[config.mk]
export PLATFORM = sky130hd
export DESIGN_NAME = prg_bank_xlat
export DESIGN_NICKNAME = d
export VERILOG_FILES = /design/src/rtl/prg_xlat_pkg.sv /design/src/rtl/prg_wr_decode.sv /design/src/rtl/prg_win_reg.sv /design/src/rtl/prg_lookup.sv /design/src/rtl/prg_bank_xlat.sv
export SDC_FILE = /design/constraint.sdc
export NUM_CORES = 1
export LEC_CHECK = 0
export ABC_AREA = 0
export ABC_CLOCK_PERIOD_IN_PS = 2800
export CAP_MARGIN = 10
export CORE_MARGIN = 2
export CORE_UTILIZATION = 53
export CTS_BUF_LIST = sky130_fd_sc_hd__clkbuf_8
export DETAILED_ROUTE_END_ITERATION = 12
export GPL_TIMING_DRIVEN = 1
export PLACE_DENSITY = 0.82
export SYNTH_ARGS = -nofsm -noshare
export SYNTH_HDL_FRONTEND = slang
export SYNTH_SLANG_ARGS = --single-unit
[constraint.sdc]
create_clock -name clk -period 2.8 [get_ports clk]
set_input_delay 0.56 -clock clk [delete_from_list [all_inputs] [get_ports clk]]
set_output_delay 0.56 -clock clk [all_outputs]
set_load 0.05 [all_outputs]
[src/rtl/prg_xlat_pkg.sv]
package prg_xlat_pkg;

    localparam int NWIN  = 8;
    localparam int WIN_W = 3;
    localparam int OFS_W = 13;

    localparam logic [7:0] TAG_ROM    = 8'h00;
    localparam logic [7:0] TAG_RAM    = 8'hFF;
    localparam logic [7:0] TAG_DISK   = 8'h01;
    localparam logic [7:0] TAG_MAPPER = 8'h80;

    localparam logic [2:0] OP_IDLE   = 3'd0;
    localparam logic [2:0] OP_SET8   = 3'd1;
    localparam logic [2:0] OP_SET16  = 3'd2;
    localparam logic [2:0] OP_SET32  = 3'd3;
    localparam logic [2:0] OP_SET32Q = 3'd4;
    localparam logic [2:0] OP_TAG    = 3'd5;

    function automatic logic [7:0] kind_to_tag(input logic [1:0] kind);
        case (kind)
            2'd0:    return TAG_ROM;
            2'd1:    return TAG_RAM;
            2'd2:    return TAG_DISK;
            default: return TAG_MAPPER;
        endcase
    endfunction

endpackage

[src/rtl/prg_wr_decode.sv]
module prg_wr_decode
    import prg_xlat_pkg::*;
#(
    parameter int BANK_W = 8,
    parameter int IDX_W  = 4
) (
    input  logic                              wr_en,
    input  logic [2:0]                        wr_op,
    input  logic [WIN_W-1:0]                  wr_win,
    input  logic [4*BANK_W-1:0]               wr_banks,
    input  logic [1:0]                        wr_kind,
    output logic [NWIN-1:0]                   upd,
    output logic [NWIN-1:0][IDX_W-1:0]        nbank,
    output logic [NWIN-1:0][7:0]              ntag
);

    localparam int WIDE_W = BANK_W + 2;

    logic [WIDE_W-1:0] b_x2;
    logic [WIDE_W-1:0] b_x4;
    logic [WIN_W-1:0]  win_next;

    assign b_x2     = {1'b0, wr_banks[BANK_W-1:0], 1'b0};
    assign b_x4     = {wr_banks[BANK_W-1:0], 2'b00};
    assign win_next = wr_win + 3'd1;

    function automatic logic [IDX_W-1:0] fold(input logic [WIDE_W-1:0] v);
        return v[IDX_W-1:0];
    endfunction

    for (genvar i = 0; i < NWIN; i++) begin : g_win
        localparam logic [WIN_W-1:0] IDX = WIN_W'(i);
        localparam logic [1:0]       SUB = 2'(i % 4);

        logic [WIDE_W-1:0] own_bank;
        assign own_bank = WIDE_W'(wr_banks[int'(SUB)*BANK_W +: BANK_W]);

        always_comb begin
            upd[i]   = 1'b0;
            nbank[i] = '0;
            ntag[i]  = TAG_ROM;
            if (wr_en) begin
                case (wr_op)
                    OP_SET8: begin
                        if (wr_win == IDX) begin
                            upd[i]   = 1'b1;
                            nbank[i] = fold(WIDE_W'(wr_banks[BANK_W-1:0]));
                        end
                    end
                    OP_SET16: begin
                        if (wr_win == IDX) begin
                            upd[i]   = 1'b1;
                            nbank[i] = fold(b_x2);
                        end else if (win_next == IDX) begin
                            upd[i]   = 1'b1;
                            nbank[i] = fold(b_x2 | WIDE_W'(1));
                        end
                    end
                    OP_SET32: begin
                        if (IDX[2]) begin
                            upd[i]   = 1'b1;
                            nbank[i] = fold(b_x4 | WIDE_W'(SUB));
                        end
                    end
                    OP_SET32Q: begin
                        if (IDX[2]) begin
                            upd[i]   = 1'b1;
                            nbank[i] = fold(own_bank);
                        end
                    end
                    OP_TAG: begin
                        if (wr_win == IDX) begin
                            upd[i]   = 1'b1;
                            nbank[i] = '0;
                            ntag[i]  = kind_to_tag(wr_kind);
                        end
                    end
                    default: begin
                        upd[i] = 1'b0;
                    end
                endcase
            end
        end
    end

endmodule

[src/rtl/prg_win_reg.sv]
module prg_win_reg #(
    parameter int             IDX_W    = 4,
    parameter logic [IDX_W-1:0] RST_BANK = '0,
    parameter logic [7:0]     RST_TAG  = 8'h00
) (
    input  logic             clk,
    input  logic             rst_n,
    input  logic             upd,
    input  logic [IDX_W-1:0] nbank,
    input  logic [7:0]       ntag,
    output logic [IDX_W-1:0] bank,
    output logic [7:0]       tag
);

    always_ff @(posedge clk or negedge rst_n) begin
        if (!rst_n) begin
            bank <= RST_BANK;
            tag  <= RST_TAG;
        end else if (upd) begin
            bank <= nbank;
            tag  <= ntag;
        end
    end

endmodule

[src/rtl/prg_lookup.sv]
module prg_lookup
    import prg_xlat_pkg::*;
#(
    parameter int IDX_W = 4
) (
    input  logic [NWIN-1:0][IDX_W-1:0] cur_bank,
    input  logic [NWIN-1:0][7:0]       cur_tag,
    input  logic [15:0]                cpu_addr,
    output logic [IDX_W+OFS_W-1:0]     phys_addr,
    output logic [7:0]                 mem_type
);

    logic [WIN_W-1:0] sel;

    assign sel       = cpu_addr[15:13];
    assign phys_addr = {cur_bank[sel], cpu_addr[OFS_W-1:0]};
    assign mem_type  = cur_tag[sel];

endmodule

[src/rtl/prg_bank_xlat.sv]
module prg_bank_xlat
    import prg_xlat_pkg::*;
#(
    parameter int ROM_BANKS = 16,
    parameter int BANK_W    = 8,
    localparam int IDX_W    = $clog2(ROM_BANKS),
    localparam int PHYS_W   = IDX_W + 13
) (
    input  logic                clk,
    input  logic                rst_n,
    input  logic                wr_en,
    input  logic [2:0]          wr_op,
    input  logic [2:0]          wr_win,
    input  logic [4*BANK_W-1:0] wr_banks,
    input  logic [1:0]          wr_kind,
    input  logic [15:0]         cpu_addr,
    output logic [PHYS_W-1:0]   phys_addr,
    output logic [7:0]          mem_type
);

    logic [NWIN-1:0]             upd;
    logic [NWIN-1:0][IDX_W-1:0]  nxt_bank;
    logic [NWIN-1:0][7:0]        nxt_tag;
    logic [NWIN-1:0][IDX_W-1:0]  cur_bank;
    logic [NWIN-1:0][7:0]        cur_tag;

    prg_wr_decode #(
        .BANK_W (BANK_W),
        .IDX_W  (IDX_W)
    ) u_dec (
        .wr_en    (wr_en),
        .wr_op    (wr_op),
        .wr_win   (wr_win),
        .wr_banks (wr_banks),
        .wr_kind  (wr_kind),
        .upd      (upd),
        .nbank    (nxt_bank),
        .ntag     (nxt_tag)
    );

    for (genvar i = 0; i < NWIN; i++) begin : g_reg
        localparam logic [IDX_W-1:0] RB = (i >= 4) ? IDX_W'(i - 4) : '0;
        localparam logic [7:0]       RT = (i >= 4) ? TAG_ROM : TAG_RAM;

        prg_win_reg #(
            .IDX_W    (IDX_W),
            .RST_BANK (RB),
            .RST_TAG  (RT)
        ) u_win (
            .clk   (clk),
            .rst_n (rst_n),
            .upd   (upd[i]),
            .nbank (nxt_bank[i]),
            .ntag  (nxt_tag[i]),
            .bank  (cur_bank[i]),
            .tag   (cur_tag[i])
        );
    end

    prg_lookup #(
        .IDX_W (IDX_W)
    ) u_look (
        .cur_bank  (cur_bank),
        .cur_tag   (cur_tag),
        .cpu_addr  (cpu_addr),
        .phys_addr (phys_addr),
        .mem_type  (mem_type)
    );

endmodule

# Word-level counts from Yosys, hierarchy flattened
# Index checks and enable logic that the tools add are counted.
dict set report word_totals {
  rom_bits 0
  elab_cells 153
  in_bits 59
  ram_bits 0
  n_memories 0
  latchBits 0
  ff_bits 96
}
dict set report classes {
  bitwise 0
  n_lt_le_gt_ge 1
  eq_ne 21
  shifts 0
  multipliers 0
  div_mod_pow 0
  reduce_logical 5
  addsub 1
  muxes 109
}
# op n
set ops {}
lappend ops {{$mux W8} 25}
lappend ops {{$mux W4} 33}
lappend ops {{$pmux W4 S4} 4}
lappend ops {{$mux W1} 32}
lappend ops {{$pmux W4 S2} 4}
lappend ops {{$eq A3 B3 Y1 const B} 10}
lappend ops {{$bmux W8 S3} 1}
lappend ops {{$pmux W8 S3} 1}
lappend ops {{$eq A3 B2 Y1 const B} 6}
lappend ops {{$bmux W4 S3} 1}
lappend ops {{$pmux W1 S3} 4}
lappend ops {{$eq A3 B1 Y1 const B} 3}
lappend ops {{$pmux W1 S2} 4}
lappend ops {{$logic_not A3 Y1} 2}
lappend ops {{$lt A3 B4 Y1 const B} 1}
lappend ops {{$reduce_or A2 Y1} 2}
lappend ops {{$add A3 B1 Y3 const B} 1}
lappend ops {{$eq A2 B1 Y1 const B} 1}
lappend ops {{$eq A2 B2 Y1 const B} 1}
lappend ops {{$logic_not A2 Y1} 1}

# Longest topological paths before layout
dict set report logic_depth {
  ltp_word 6
  mapped_depth 9
}

# Modules after synthesis
# A second synthesis with hierarchy kept.
dict set report hier_totals {
  cells_unflattened 525
  hier_area_um2 6446.2
}
# module n_inst cells_each area_per_inst_um2
set modules_own_cells {}
lappend modules_own_cells {{prg_win_reg (g_reg[0].u_win ...)} 4 25 494.2}
lappend modules_own_cells {prg_wr_decode 1 269 1624.1}
lappend modules_own_cells {{prg_win_reg (g_reg[5].u_win ...)} 2 25 485.5}
lappend modules_own_cells {prg_lookup 1 56 903.4}
lappend modules_own_cells {{prg_win_reg (g_reg[7].u_win)} 1 25 486.7}
lappend modules_own_cells {{prg_win_reg (g_reg[4].u_win)} 1 25 484.2}

# Worst setup path before layout
# OpenSTA, ideal clock, no wires.
dict set report synth_path {
  path_type {input-to-output}
  start {in cpu_addr[13]}
  end {out mem_type[2]}
  arrival_ns 2.343
  required_ns 2.240
  cell_stages 5
  path_slack_ns -0.103
  cell_sequence {clkbuf_1 -> buf_2 -> mux4_2 -> mux2_2 -> buf_4}
}
dict set report synth_between {
  elab_chain_len 2
}
# element line
set synth_lines {}
lappend synth_lines {{start, declared} prg_bank_xlat.sv:16} ;# input logic [15:0] cpu_addr,
lappend synth_lines {{$bmux W8 S3} prg_lookup.sv:17} ;# assign mem_type = cur_tag[sel];
lappend synth_lines {{$mux W8 (implied by the code)} prg_lookup.sv:17}
lappend synth_lines {{end, declared} prg_bank_xlat.sv:18} ;# output logic [7:0] mem_type
# Every way passes these cells. The select of a mux whose other input is x is not followed.

# Final worst setup path
dict set report layout_path {
  start {in wr_win[1]}
  end {reg g_reg[5].u_win.bank[1]}
}
dict set report layout_between {
  elab_chain_len 6
  elab_cells_between_ends 13
}
# element line
set layout_lines {}
lappend layout_lines {{start, declared} prg_bank_xlat.sv:13} ;# input logic [2:0] wr_win,
lappend layout_lines {{$add A3 B1 Y3} prg_wr_decode.sv:25} ;# assign win_next = wr_win + 3'd1;
lappend layout_lines {{$eq A3 B3 Y1} prg_wr_decode.sv:54} ;# end else if (win_next == IDX) begin
lappend layout_lines {{$mux W4 / $mux W1 (equally long branches)} prg_wr_decode.sv:54}
lappend layout_lines {{$mux W4 / $mux W1 (equally long branches)} prg_wr_decode.sv:51} ;# if (wr_win == IDX) begin
lappend layout_lines {{$pmux W4 S4 / $pmux W1 S3 (equally long branches)} prg_wr_decode.sv:43} ;# case (wr_op)
lappend layout_lines {{$mux W4 / $mux W1 (equally long branches)} prg_wr_decode.sv:42} ;# if (wr_en) begin
lappend layout_lines {{end signal, assigned} prg_win_reg.sv:20} ;# bank <= nbank;
lappend layout_lines {{end, declared} prg_win_reg.sv:11} ;# output logic [IDX_W-1:0] bank,
# Several ways; a longest one is shown, not always the timed one.
# A chain may end at the register's enable or synchronous reset.

==> summary.txt <==
Routed vias/inst: 6.39
Num CTS Buffers: 5
Clock tree from TritonCTS: done
Adder-cell share of the synthesized area: 2.01%
CTS root buf: clkbuf_8
DP Wirelength: 7340 um
Fraction of registers with async set/reset: 100%
Worst Setup Path Type: in2reg
Register area: 0.00142 mm^2
Setup Buffers After CTS: 0
Power Density: 445 mW/mm^2
Post-cts resize count: 1
Setup slack after layout: 0.123 ns
Worst Reg-to-Reg Cells: 1
Final TNS setup: 0 ns
Final setup fails: 0
Post-synthesis mux area share: 19.5%
Wire per inst: 20.3 um
Hold WC Path Type: in2async
Layout cells sized above 1: 35.3%
Dpl ws: -0.191 ns
Post-Syn Nets: 416
Clk_lat worst skew: 0.31 ns
Status: complete, no violations
Synth unique cells: 55
Clock tree buffer depth: 2
Drc violations: 0
Worst-path clk slew: 0.10 ns
Post-Syn Area: 0.00373 mm^2
H-tree depth: 2
Clk sinks: 56
Starting density of the core: 54.9%
Reg2Reg Launch Point: g_reg[1].u_win.bank[3]
I/O Pins: 84
RSZ-0062 raised after global routing: no
Worst Setup SP: wr_win[1]
EDFF count, synth: 0
RePlAce Congestion: 1.01
WHS: 0.216 ns
Core ar.: 0.00679 mm^2
Final-report max-slew violation count: 0
Post-synthesis sequential area ratio: 38.1%
Die Y: 87.9 um
Clock Skew: 0 ns
Pin count of the biggest net entering global routing: 34
Gr ovfl total: 0
# hold bufs at CTS: 0
CP Max Fanout: 6
Crit path DAT: 2.89 ns
Max VDD drop: 240 uV
Initial antenna violation count: 0
Row count: 30
Synthesis Warnings: 0
Element type at the critical path end: flip-flop
Period minus WS final: 2.68 ns
Post-synthesis xor/xnor area fraction: 0%
Final core occ: 66.1%
Die Wd: 87.9 um
Layout Area Growth over Synthesis: 20.3%
# fillers: 554
Drt first-iter violations: 207
Vias in the first global route: 3119
Vias: 3168
Multi-input logic area: 0.00203 mm^2
Primary FF master, synth: dfrtp_1
Post-layout nets: 464
Worst Max-Slew Pin Slew: 0.573 ns
Final count of hold timing violations: 0
Avg Cell Area, Syn: 10.6 um^2
Synth Register Bits: 56
Total wire length: 10100 um
First-pass GRT wire length: 16200 um
Leakage: 1.90 nW
Antenna Nets Post-Route: 0
Die area: 0.00772 mm^2
Worst R2R End: g_reg[1].u_win.bank[3]
Total track usage: 27.9%
ANT cells: 0
Largest family of logic cells by synthesized area: multiplexers
Fin crit share: 95.6%
Post-Syn Instances: 351
IO Port Bufs: 41
Startpoint types: input pin
Relative slew margins: 61.8%
DRT Pass-1 Iters: 5
Critical path data required time: 3.01 ns
Achievable frequency: 374 MHz
R2R Setup Slk: 2.01 ns
Final total power: 2.00 mW
Max_cap viols: 0
Synth Area in Compound Gates: 19.3%
Simple-Gate Fraction of Synth Area: 13.7%
==> report_power, final <==
part / internal (mW) / total [mW] / switching [mW]
clock: 0.288 / 0.553 / 0.264
combinational: 0.245 / 0.514 / 0.269
sequential: 0.894 / 0.931 / 0.0365
total: 1.43 / 2.00 / 0.570
==> layer usage <==
layer,up-vias,wire length (um),track usage (%)
li1,1411,-,-
met2,188,4810,44.1
met3,35,821,4.90
met5,-,0,0
met4,0,382,13.6
met1,1534,4070,37.2
==> cell usage after synthesis, drive strengths merged (5+ instances only) <==
cell     number  share of area, %
a21oi        14               2.0
a22o         10               2.3
buf          29               5.2
clkbuf       13               1.3
dfrtp        40                27
dfstp        16                11
ha            6               2.0
inv           9              0.91
mux2         36                11
mux4         14               8.5
nand2        21               2.1
nand3b        5               1.0
nor2         19               1.9
nor2b         6               1.0
nor3b         5               1.3
o21ai        23               3.2
o221ai        5               1.2
o22ai         9               1.5
o2bb2ai      10               2.3
==> cell families (layout without fill, tap and decap cells) <==
group	after synthesis	count (layout)
flip-flops	56	56
adder cells (fa/ha/maj)	6	6
AND/OR/NAND/NOR	90	90
buffers and inverters	51	100
AO/OA/AOI/OAI	98	98
multiplexers	50	50
==> how the worst max path moves through the flow <==
stage                              to  slack, ns  cells after the start
5_1_grt        g_reg[5].u_win.bank[1]       0.04                      9
2_1_floorplan   g_reg[7].u_win.tag[0]      0.006                      8
4_1_cts                   mem_type[7]       0.11                      5
3_5_place_dp   g_reg[5].u_win.bank[1]      -0.19                      9
3_3_place_gp   g_reg[5].u_win.bank[1]      -0.13                      9
6_report       g_reg[5].u_win.bank[1]       0.12                      9
==> state kept, by name (all words and copies together), names as in the netlist <==
name	cells
g.u_win.tag	24
g.u_win.bank	32
==> cell usage in the layout (no fill, tap or decap), types with 5 or more instances in the layout <==
| cell type | n |
|---|---|
| o21ai_0 | 22 |
| ha_1 | 6 |
| mux4_2 | 14 |
| inv_1 | 9 |
| buf_4 | 49 |
| dfstp_2 | 16 |
| nor2_1 | 19 |
| clkdlybuf4s50_1 | 27 |
| o22ai_1 | 9 |
| a21oi_1 | 13 |
| o2bb2ai_1 | 10 |
| dfrtp_1 | 40 |
| mux2_2 | 32 |
| o221ai_1 | 5 |
| nor2b_1 | 6 |
| clkbuf_8 | 6 |
| a22o_1 | 10 |
| nand3b_1 | 5 |
| nand2_1 | 21 |
==> through the flow <==
step           instances  cell area [um^2]
6_report             496              4490
5_1_grt              496              4490
4_1_cts              496              4490
3_5_place_dp         487              4340
3_3_place_gp         487              4340
2_1_floorplan        351              3740
==> worst max-delay path, cell delays in order <==
cell and delay (ns):
clkdlybuf4s50_1 0.41, and2_1 0.17, ha_1 0.33, nor2b_1 0.15
buf_4 0.14, nor3_1 0.31, o2111ai_2 0.33, buf_4 0.26
a22o_1 0.22
==> final cells by class <==
cell class,instances,share of cell area (%)
inverter,9,0.753
multi-input combinational,244,45.3
clock buffer,6,1.84
sequential,56,31.7
clock inverter,2,0.753
tap,96,2.68
timing repair buffer,83,17.0
Note: power is estimated with default switching activity, not from simulation.
